## src/rtl/gpio_atomic_pkg.sv

```systemverilog
package gpio_atomic_pkg;

   // register selected by one bus access
   typedef enum logic [1:0] {
      SEL_NONE = 2'd0,
      SEL_LAT  = 2'd1,
      SEL_CMD  = 2'd2
   } gpio_sel_e;

   localparam int unsigned DEF_PINS   = 16;
   localparam int unsigned DEF_BUS_W  = 32;
   localparam int unsigned DEF_ADDR_W = 12;

endpackage

```

## src/rtl/gpio_reg_decode.sv

```systemverilog
module gpio_reg_decode
   import gpio_atomic_pkg::*;
#(
   parameter int unsigned          ADDR_W  = DEF_ADDR_W,
   parameter logic [ADDR_W-1:0]    LAT_OFS = 12'h814,
   parameter logic [ADDR_W-1:0]    CMD_OFS = 12'h818
) (
   input  logic [ADDR_W-1:0] addr,
   input  logic              wr_en,
   input  logic              rd_en,
   output gpio_sel_e         wr_sel,
   output gpio_sel_e         rd_sel
);

   gpio_sel_e hit;

   always_comb begin
      if (addr == LAT_OFS)
         hit = SEL_LAT;
      else if (addr == CMD_OFS)
         hit = SEL_CMD;
      else
         hit = SEL_NONE;
      wr_sel = wr_en ? hit : SEL_NONE;
      rd_sel = rd_en ? hit : SEL_NONE;
   end

endmodule

```

## src/rtl/gpio_out_latch.sv

```systemverilog
module gpio_out_latch
   import gpio_atomic_pkg::*;
#(
   parameter int unsigned       PINS      = DEF_PINS,
   parameter int unsigned       BUS_W     = DEF_BUS_W,
   parameter logic [PINS-1:0]   IMPL_MASK = 16'hE07F,
   parameter bit                SET_WINS  = 1'b1
) (
   input  logic             clk,
   input  logic             rst_n,
   input  gpio_sel_e        wr_sel,
   input  logic [BUS_W-1:0] wdata,
   output logic [PINS-1:0]  lat_q
);

   localparam int unsigned CLR_LO = PINS;
   localparam int unsigned CLR_HI = 2 * PINS - 1;

   logic [PINS-1:0] raise_v;
   logic [PINS-1:0] lower_v;
   logic [PINS-1:0] cmd_nxt;
   logic [PINS-1:0] lat_nxt;

   assign raise_v = wdata[PINS-1:0];
   assign lower_v = wdata[CLR_HI:CLR_LO];

   // priority of the two command halves on a shared pin
   generate
      if (SET_WINS) begin : g_raise_first
         assign cmd_nxt = (lat_q & ~lower_v) | raise_v;
      end else begin : g_lower_first
         assign cmd_nxt = (lat_q | raise_v) & ~lower_v;
      end
   endgenerate

   always_comb begin
      unique case (wr_sel)
         SEL_LAT: lat_nxt = raise_v;
         SEL_CMD: lat_nxt = cmd_nxt;
         default: lat_nxt = lat_q;
      endcase
   end

   always_ff @(posedge clk) begin
      if (!rst_n)
         lat_q <= '0;
      else
         lat_q <= lat_nxt & IMPL_MASK;
   end

endmodule

```

## src/rtl/gpio_read_mux.sv

```systemverilog
module gpio_read_mux
   import gpio_atomic_pkg::*;
#(
   parameter int unsigned PINS  = DEF_PINS,
   parameter int unsigned BUS_W = DEF_BUS_W
) (
   input  gpio_sel_e        rd_sel,
   input  logic [PINS-1:0]  lat_q,
   output logic [BUS_W-1:0] rd_data
);

   localparam int unsigned PAD_W = BUS_W - PINS;

   // command register is write-only and reads as zero
   always_comb begin
      if (rd_sel == SEL_LAT)
         rd_data = {{PAD_W{1'b0}}, lat_q};
      else
         rd_data = '0;
   end

endmodule

```

## src/rtl/gpio_atomic_port.sv

```systemverilog
module gpio_atomic_port
   import gpio_atomic_pkg::*;
#(
   parameter int unsigned          PINS      = DEF_PINS,
   parameter int unsigned          BUS_W     = DEF_BUS_W,
   parameter int unsigned          ADDR_W    = DEF_ADDR_W,
   parameter logic [PINS-1:0]      IMPL_MASK = 16'hE07F,
   parameter logic [ADDR_W-1:0]    LAT_OFS   = 12'h814,
   parameter logic [ADDR_W-1:0]    CMD_OFS   = 12'h818,
   parameter bit                   SET_WINS  = 1'b1
) (
   input  logic              clk,
   input  logic              rst_n,
   input  logic [ADDR_W-1:0] addr,
   input  logic              wr_en,
   input  logic [BUS_W-1:0]  wr_data,
   input  logic              rd_en,
   output logic [BUS_W-1:0]  rd_data,
   output logic [PINS-1:0]   pin_out
);

   // elaboration-time parameter checks
   generate
      if (BUS_W != 2 * PINS) begin : g_bad_bus
         $error("bus width must hold a raise half and a lower half");
      end
      if (LAT_OFS == CMD_OFS) begin : g_bad_map
         $error("latch and command offsets must differ");
      end
      if (IMPL_MASK == '0) begin : g_bad_mask
         $error("at least one pin must be implemented");
      end
   endgenerate

   gpio_sel_e       wr_sel;
   gpio_sel_e       rd_sel;
   logic [PINS-1:0] lat_q;

   gpio_reg_decode #(
      .ADDR_W (ADDR_W),
      .LAT_OFS(LAT_OFS),
      .CMD_OFS(CMD_OFS)
   ) u_dec (
      .addr  (addr),
      .wr_en (wr_en),
      .rd_en (rd_en),
      .wr_sel(wr_sel),
      .rd_sel(rd_sel)
   );

   gpio_out_latch #(
      .PINS     (PINS),
      .BUS_W    (BUS_W),
      .IMPL_MASK(IMPL_MASK),
      .SET_WINS (SET_WINS)
   ) u_lat (
      .clk   (clk),
      .rst_n (rst_n),
      .wr_sel(wr_sel),
      .wdata (wr_data),
      .lat_q (lat_q)
   );

   gpio_read_mux #(
      .PINS (PINS),
      .BUS_W(BUS_W)
   ) u_rd (
      .rd_sel (rd_sel),
      .lat_q  (lat_q),
      .rd_data(rd_data)
   );

   assign pin_out = lat_q;

endmodule

```

## config.mk

```make
export PLATFORM = sky130hd
export DESIGN_NAME = gpio_atomic_port
export DESIGN_NICKNAME = d
export VERILOG_FILES = /design/src/rtl/gpio_atomic_pkg.sv /design/src/rtl/gpio_reg_decode.sv /design/src/rtl/gpio_out_latch.sv /design/src/rtl/gpio_read_mux.sv /design/src/rtl/gpio_atomic_port.sv
export SDC_FILE = /design/constraint.sdc
export NUM_CORES = 1
export LEC_CHECK = 0
export BUFFER_PORTS_ARGS = -buffer_cell sky130_fd_sc_hd__buf_2
export CORE_AREA = 8 8 48 70
export DETAILED_ROUTE_END_ITERATION = 7
export DIE_AREA = 0 0 56 78
export GPL_ROUTABILITY_DRIVEN = 0
export PLACE_DENSITY = 0.81
export SETUP_SLACK_MARGIN = 0.5
export SLEW_MARGIN = 20
export SYNTH_ARGS = -nofsm -noshare
export SYNTH_HDL_FRONTEND = slang
export SYNTH_SLANG_ARGS = --single-unit
```

## constraint.sdc

```tcl
create_clock -name clk -period 2.7 [get_ports clk]
set_input_delay 0.405 -clock clk [delete_from_list [all_inputs] [get_ports clk]]
set_output_delay 0.405 -clock clk [all_outputs]
set_load 0.01 [all_outputs]
```

==> impl_metrics.tcl, run 1 <==
set metrics [dict create \
    status "finished clean" \
    area.growth.synth_to_final_pct 29.7 \
    wl_um 2350 \
    hp-start "wr_data[13]" \
    use_met2 0.175 \
    coreArea_um2 2370 \
    htreeDepth 1 \
    drive_above_1_share 0.439 \
    regArea_um2 200 \
    cts_buffers 3 \
    syn_avg_cell_area_um2 8.42 \
    crit_fanout 5 \
    top_regs "u_lat.lat_q: 10 flops" \
    cpPeakStageDelay_ps 550 \
    dp_cells 168 \
    finalSetupViolCount 0 \
    hold_violations 0 \
    die-area_um2 4370 \
    initial_core_util 0.327 \
    drt_iter0_drc 3 \
    timing.final.ws_setup_ps 616 \
    switching_share 0.273 \
    final_cell_mix "buf_2, conb_1" \
    post-dp-hpwl_um 1920 \
    cts_tree "done" \
    port_buffers 55 \
    final_max_slew_viol_count 0 \
    fin_crit_sh 0.772 \
    multi_input_area_um2 457 \
    netlist_top_cells_area "buf_4, dfxtp_1, a31o_1" \
    worstPathBufferInverterCount 3 \
    clk_pin_slew_ps 70 \
    syn-instance-count 92 \
    rsz0062_at_grt "no" \
    p_int_mw 0.220 \
    grt_pass1_wl_um 3750 \
    worstPathCellList "buf_2, or4_4, nor3_4, buf_2, and2_1, buf_2" \
    grt.met1_usage 0.0910 \
    cts.sinks 10 \
    fin_cells 172 \
    fill_cells 250 \
    power_per_cell_area_nw_per_um2 301 \
    top_register "u_lat.lat_q" \
    die_x_um 56 \
    switchingPower_mw 0.0826 \
    use_met3 0.0619 \
    fin_tns_setup_ps 0 \
    max_cap_violations 0 \
    reg2reg_slack_ps 2100 \
    clock_latency_ps 260 \
    grtUsageTotal 0.101 \
    path_class "primary input to primary output" \
    die-height_um 78 \
    antenna_left 0 \
    io_pins 96 \
    wire_per_inst_um 13.7 \
    drc 0 \
    via_per_inst 4.57 \
    slowest_stage "or4_4" \
    skew_ps 0 \
    cp.arrival_ps 1680 \
    p_seq_frac 0.487 \
    r2r_start "u_lat.lat_q[14]" \
    postCtsHoldBufs 0 \
    dp_slack_ps 595 \
    synth_cell_type_count 18 \
    yosys.area.top_type "buf_4" \
    grt_max_degree 21 \
    synth-seq-cells 10 \
    pwr-share-clk 0.332 \
    largest_reg_flops 10 \
    combPwrFrac 0.181 \
    synth_seq_area_share 0.258 \
    globalRouteOverflowTotal 0 \
    rows 22 \
    cp_data_required_time_ps 2300 \
    syn-cell-area_um2 774 \
    crit_family "simple AND/OR/NAND/NOR gates" \
    ir_worst_vdd_mv 0.165 \
    final_common_cell "buf_2" \
    cts_setup_buffers 0 \
    fin_crit_ps 2080 \
    worstSetupStartpointType "primary input" \
    fin_nets 198 \
    cts_buffer_depth 2 \
    num_antenna_cells 0 \
    worst_path_most_repeated_cell "buf_2" \
    busiest_layer "met2" \
    cp-end-kind "primary output" \
    p_leak_nw 0.599 \
    ys_warn_count 0 \
    cts_root_buf "clkbuf_4" \
    via_count 786 \
    antenna_found_initial 0 \
    max_freq_mhz 480 \
    grt_pass1_vias 828 \
    first_pass_iters 4 \
    hp-class "primary input to register" \
    crit_start "addr[7]" \
    yosysTopAreaCellShare 0.281 \
]
[logic make-up (layout without fill, tap and decap cells)]
kind of cell | Yosys count | in the layout | synth area share
AOI/OAI and AO/OA | 20 | 20 | 0.178
xor gates and xnor gates | 1 | 1 | 0.0113
buffers and inverters | 32 | 61 | 0.297
DFF | 10 | 10 | 0.258
other | 1 | 28 | 0.00484
and+or+nand+nor | 28 | 28 | 0.250
[synth_stat cells]
cell type,number
buf_4,29
a31o_1,10
and2_1,10
and3_1,10
dfxtp_1,10
o21ai_1,10
clkbuf_1,2
buf_2,1
conb_1,1
nand3b_1,1
nand4b_1,1
nand4bb_1,1
nor2_1,1
nor3_1,1
nor4_2,1
or3b_2,1
or4_4,1
xnor2_1,1
[metal layers]
| layer | routed length, µm | part of all wire |
|---|---|---|
| met5 | 0 | 0 |
| met4 | 10 | 0.0042 |
| met3 | 273 | 0.12 |
| met2 | 1260 | 0.53 |
| met1 | 813 | 0.35 |
[stage by stage]
stage	hold slack, ps	cell area (µm²)	total power, mW	util
2_1_floorplan	532	876	0.207	-
3_3_place_gp	470	966	0.202	0.408
3_5_place_dp	474	966	0.203	0.408
4_1_cts	444	988	0.309	0.418
5_1_grt	462	1000	0.323	0.424
6_report	459	1000	0.303	0.424
[area by class of cell]
| class | instances | area share |
|---|---|---|
| repair buffers | 58 | 0.294 |
| well taps | 24 | 0.0299 |
| flip-flops and latches | 10 | 0.199 |
| multi-input cells | 77 | 0.455 |
| clock buffers | 3 | 0.0224 |
[worst min-delay path: stages]
cell    delay (ps)
buf_2           70
and3_1         130
a31o_1          80
[path summary, 6_finish.rpt]
kind                            depth (start not counted)               to
worst min-delay path                                    3  u_lat.lat_q[13]
worst max-delay path                                    6       rd_data[6]
worst max register to register                          1  u_lat.lat_q[14]
worst min register to register                          1  u_lat.lat_q[15]
[power groups by stage]
stage          registers [mW]  logic (mW)  clock network [mW]
2_1_floorplan           0.151      0.0563                   0
3_3_place_gp            0.151      0.0513                   0
3_5_place_dp            0.151      0.0526                   0
4_1_cts                 0.147      0.0528               0.108
5_1_grt                 0.147      0.0616               0.114
6_report                0.147      0.0547               0.101
[what timing repair did]
| action | in CTS | in global routing |
|---|---|---|
| setup endpoints to repair | 0 | 1 |
| endpoints found under the hold margin | 0 | 0 |
| resized for setup | 0 | 3 |
Note: power is estimated with default switching activity, not from simulation.
==> run 2: changes to the inputs <==
--- a/config.mk
+++ b/config.mk
@@ -5,12 +5,13 @@
 export SDC_FILE = /design/constraint.sdc
 export NUM_CORES = 1
 export LEC_CHECK = 0
+export ABC_AREA = 1
 export BUFFER_PORTS_ARGS = -buffer_cell sky130_fd_sc_hd__buf_2
-export CORE_AREA = 8 8 48 70
+export CORE_AREA = 8 8 52 75
 export DETAILED_ROUTE_END_ITERATION = 7
-export DIE_AREA = 0 0 56 78
+export DIE_AREA = 0 0 60 83
 export GPL_ROUTABILITY_DRIVEN = 0
-export PLACE_DENSITY = 0.81
+export PLACE_DENSITY = 0.76
 export SETUP_SLACK_MARGIN = 0.5
 export SLEW_MARGIN = 20
 export SYNTH_ARGS = -nofsm -noshare
==> constraint.sdc (replaced) <==
create_clock -name clk -period 2 [get_ports clk]
set_input_delay 0.3 -clock clk [delete_from_list [all_inputs] [get_ports clk]]
set_output_delay 0.3 -clock clk [all_outputs]
set_load 0.01 [all_outputs]
==> run 2 against run 1 <==
Clock skew unchanged. Global-route usage increased by 1.7 points. Critical path depth increased by 2. Largest power group is now clock. Sequential power increased by 36%. Synthesized cell count increased by 59%. Power increased by 87%. First-iteration DRC count increased to 7.3 times the previous value. Cell area increased by 27%. Combinational power increased by 110%.
==> impl_metrics.tcl, run 2 <==
set metrics [dict create \
    hp-class "primary input to register" \
    crit_fanout 5 \
    htreeDepth 1 \
    fin_cells 240 \
    cpPeakStageDelay_ps 180 \
    post-dp-hpwl_um 2240 \
    p_seq_frac 0.353 \
    clock_latency_ps 230 \
    port_buffers 55 \
    fin_tns_setup_ps 0 \
    crit_family "simple AND/OR/NAND/NOR gates" \
    grt_max_degree 21 \
    wl_um 3050 \
    p_int_mw 0.413 \
    netlist_top_cells_area "buf_4, dfxtp_1, nand4_1" \
    worstPathCellList "buf_6, inv_4, nor2_4, nand2_2, nor2_4, nand4_4, nor2_1, buf_2" \
    synth_most_common_cell "buf_4" \
    crit_start "addr[11]" \
    synth_top_flop_cell "dfxtp_1" \
    syn-cell-area_um2 932 \
    antenna_left 0 \
    fin_nets 250 \
    cts_tree "done" \
    hp-start "wr_data[6]" \
    rsz0062_at_grt "yes" \
    yosys.area.top_type "buf_4" \
    final_common_cell "buf_2" \
    fin_crit_ps 1490 \
    first_pass_iters 4 \
    die-height_um 83 \
    via_count 1038 \
    path_class "primary input to primary output" \
    num_antenna_cells 0 \
    ir_worst_vdd_mv 0.279 \
    synth_edf_count 0 \
    synth_common_cells "buf_4, inv_1, nand4_1" \
    skew_ps 0 \
    rows 24 \
    postCtsHoldBufs 0 \
    synth-seq-cells 10 \
    top_regs "u_lat.lat_q: 10 flops" \
    area.growth.synth_to_final_pct 37.3 \
    switchingPower_mw 0.153 \
    die-area_um2 4980 \
    io_pins 96 \
    synth_seq_area_share 0.215 \
    r2r_start "u_lat.lat_q[3]" \
    hold_violations 0 \
    die_x_um 60 \
    initial_core_util 0.327 \
    top_register "u_lat.lat_q" \
    syn_avg_cell_area_um2 6.38 \
    cp-end-kind "primary output" \
    ys_warn_count 0 \
    grt_pass1_wl_um 4730 \
    slowest_stage "nor2_4" \
    worst_path_most_repeated_cell "nor2_4" \
    dp_cells 234 \
    worstSetupStartpointType "primary input" \
    drt_iter0_drc 22 \
    wire_per_inst_um 12.7 \
    antenna_found_initial 0 \
    synth_cell_type_count 16 \
    drive_above_1_share 0.398 \
    cts_root_buf "clkbuf_8" \
    power_per_cell_area_nw_per_um2 442 \
    via_per_inst 4.33 \
    largest_reg_flops 10 \
    p_leak_nw 0.619 \
    max_cap_violations 0 \
    final_cell_mix "buf_2, conb_1, inv_1, nand4_1, nand2_1" \
    globalRouteOverflowTotal 0 \
    grt_pass1_vias 1036 \
    final_max_slew_viol_count 0 \
    pwr-share-clk 0.440 \
    p_total_mw 0.566 \
    switching_share 0.270 \
    cp.arrival_ps 1190 \
    cts_buffer_depth 2 \
    combPwrFrac 0.207 \
    clk_pin_slew_ps 50 \
    status "finished clean" \
    max_freq_mhz 671 \
    drc 0 \
    grtUsageTotal 0.118 \
    finalSetupViolCount 0 \
    yosysTopAreaCellShare 0.258 \
    worstPathBufferInverterCount 3 \
    coreArea_um2 2850 \
    syn-instance-count 146 \
    cts_buffers 3 \
    fin_crit_sh 0.745 \
    cp_data_required_time_ps 1700 \
    async_flop_share 0 \
    cts.sinks 10 \
]
-- run 2: logic make-up (layout without fill, tap and decap cells) --
| family | count (synthesis) | count (layout) | share of synthesized area |
|---|---|---|---|
| simple gates | 64 | 65 | 0.342 |
| flops | 10 | 10 | 0.215 |
| compound gates | 10 | 10 | 0.0537 |
| buf+inv | 61 | 88 | 0.385 |
| other cells | 1 | 28 | 0.00402 |
-- run 2: final cells by class --
class	count	area (µm²)
inverter	25	96.3
sequential	10	200
clock buffer	4	55.1
tap	39	48.8
timing repair buffer	59	330
fill	324	1570
multi-input combinational	103	549
-- run 2: final timing paths --
kind | endpoint | slack, ps | cells past startpoint
worst max-delay path | rd_data[13] | 510 | 8
worst min-delay path | u_lat.lat_q[6] | 340 | 3
worst max register to register | u_lat.lat_q[3] | 1390 | 2
worst min register to register | u_lat.lat_q[5] | 470 | 2
-- run 2: per-stage QoR --
stage          hold slack (ps)  area, µm²   util  worst slack (ps)
2_1_floorplan              471       1030      -               676
3_3_place_gp               467       1110  0.391               310
3_5_place_dp               468       1110  0.391               311
4_1_cts                    336       1220  0.429               479
5_1_grt                    337       1280  0.449               407
6_report                   338       1280  0.449               510
-- run 2: layer usage --
layer / share of wire / track usage / vias to the layer above
met5: 0 / 0 / -
met4: 0.0056 / 0.0328 / 0
met3: 0.13 / 0.0370 / 2
met2: 0.51 / 0.215 / 60
met1: 0.35 / 0.121 / 453
li1: - / - / 523
-- run 2: repair_timing --
| action | CTS | global route |
|---|---|---|
| resized for setup | 7 | 16 |
| pin swaps | 6 | 10 |
| endpoints found under the setup margin | 10 | 10 |
| cloned | 1 | 0 |
| setup buffers | 0 | 1 |
-- run 2: worst register-to-register path, delay by kind of cell, from the launching register on --
family          cells  cell delay, ps
simple gates        1              60
compound gates      1             120
flops               1             350
-- run 2: power groups by stage --
stage               Combinational [mW]  Sequential (mW)  Clock [mW]
floorplan                       0.0985            0.204           0
global placement                0.0952            0.204           0
detailed placement              0.0962            0.204           0
CTS                              0.106            0.200       0.256
global route                     0.129            0.199       0.269
finish                           0.117            0.200       0.249
==> run 3: changes to the inputs <==
==> constraint.sdc (replaced) <==
create_clock -name clk -period 1.4 [get_ports clk]
set_input_delay 0.21 -clock clk [delete_from_list [all_inputs] [get_ports clk]]
set_output_delay 0.21 -clock clk [all_outputs]
set_load 0.01 [all_outputs]
==> run 3 against run 2 <==
Critical path depth unchanged. Clock-buffer cell count decreased by 1. Power increased by 33%. Core utilization increased by 10 points. Non-clock buffer count increased by 10. Register-to-register slack got worse by 690 ps. Largest cell class is now non-clock buffers. Largest power group unchanged.
==> impl_metrics.tcl, run 3 (same netlist as run 2, synthesis figures left out) <==
set metrics [dict create \
    grtUsageTotal 0.127 \
    power_per_cell_area_nw_per_um2 477 \
    slowest_stage "buf_12" \
    hp-class "primary input to register" \
    crit_family "simple AND/OR/NAND/NOR gates" \
    wl_um 3520 \
    coreArea_um2 2850 \
    cpPeakStageDelay_ps 160 \
    largest_reg_flops 10 \
    max_cap_violations 0 \
    final_area_um2 1580 \
    crit_fanout 10 \
    hp-start "wr_data[14]" \
    grt_pass1_wl_um 4930 \
    final_common_cell "buf_2" \
    rows 24 \
    antenna_left 0 \
    die_x_um 60 \
    hold_violations 0 \
    io_pins 96 \
    final_cell_mix "buf_2, conb_1, inv_1, buf_6, nand4_1" \
    port_buffers 55 \
    finalSetupViolCount 0 \
    fin_tns_setup_ps 0 \
    placed_area_um2 1200 \
    drc 0 \
    cts_buffers 3 \
    rsz0062_at_grt "yes" \
    grt_pass1_vias 1169 \
    die-area_um2 4980 \
    top_regs "u_lat.lat_q: 10 flops" \
    via_count 1122 \
    r2r_start "u_lat.lat_q[0]" \
    cts.sinks 10 \
    fin_crit_sh 0.945 \
    top_register "u_lat.lat_q" \
    first_pass_iters 4 \
    cts_tree "done" \
    status "finished clean" \
    area.growth.synth_to_final_pct 69.3 \
    clock_latency_ps 230 \
    drive_above_1_share 0.512 \
    postLayoutCoreUtil 0.553 \
    worstPathBufferInverterCount 3 \
    ir_worst_vdd_mv 0.268 \
    worstSetupStartpointType "primary input" \
    cts_root_buf "clkbuf_8" \
    cp-end-kind "primary output" \
    final_max_slew_viol_count 0 \
    antenna_found_initial 0 \
    postCtsHoldBufs 0 \
    fin_nets 259 \
    drt_iter0_drc 43 \
    cp.arrival_ps 1110 \
    worstPathCellList "buf_6, nor2_4, nand2_2, nor2_4, nand4_4, buf_12, nor2_2, buf_6" \
    path_class "primary input to primary output" \
    die-height_um 83 \
    skew_ps 0 \
    via_per_inst 4.52 \
    clk_pin_slew_ps 50 \
    cp_data_required_time_ps 1190 \
    initial_core_util 0.327 \
    grt_max_degree 21 \
    globalRouteOverflowTotal 0 \
    post-dp-hpwl_um 2320 \
    fin_crit_ps 1320 \
    wire_per_inst_um 14.2 \
    htreeDepth 1 \
    cts_buffer_depth 2 \
    num_antenna_cells 0 \
    p_leak_nw 0.713 \
    crit_start "addr[9]" \
    p_total_mw 0.752 \
    max_freq_mhz 756 \
]
## run 3: cell types whose count changed in the layout (fill, tap and decap cells not counted), moves of 2 or more
cell / delta
buf_6: +17
buf_2: -14
dfxtp_1: -10
dfxtp_2: +10
nor2_1: -6
nor2_2: +4
buf_12: +3
buf_16: +3
nor2_4: +2
## run 3: final timing paths
kind                          end  slack (ps)  cells past startpoint
setup / recovery       rd_data[4]          80                      8
hold reg to reg    u_lat.lat_q[1]         480                      2
setup reg to reg   u_lat.lat_q[0]         700                      3
hold / removal    u_lat.lat_q[14]         240                      3
## run 3: routing by layer
layer	global-route usage	wire length, µm	up-vias
met1	0.113	1040	508
met5	0	0	-
met4	0.0590	55	0
met2	0.238	2020	69
li1	-	-	539
met3	0.0432	408	6
## run 3: cell type report
cell class	instances	area [µm²]
clock buffer	3	41.3
fill	254	1270
sequential	10	213
inverter	25	101
multi-input combinational	102	564
tap	39	48.8
timing repair buffer	69	609
## run 3: timing repair
item                       4_1_cts  5_1_grt
gates resized for setup         29       13
gates cloned                     3        0
buffers inserted                 6        2
setup endpoints to repair       30       29
pin swaps                        7        5
## run 3: stage by stage
stage	hold WS [ps]	setup WS, ps	cells
global placement	462	1.23	234
floorplan	377	294	173
global route	259	36.3	248
detailed placement	469	-23.2	234
CTS	242	75.3	246
finish	243	77.0	248
## run 3: power by group
group          total, mW  internal (mW)  switching (mW)
logic              0.176         0.0682           0.108
clock network      0.290          0.187           0.103
registers          0.286          0.286       0.0000544
total              0.752          0.541           0.211
## run 3: worst reg2reg max path, delay by kind of cell, from the launching register on
family | cells | cell delay [ps]
flops | 1 | 320
buf+inv | 1 | 130
simple gates | 1 | 70
compound gates | 1 | 60
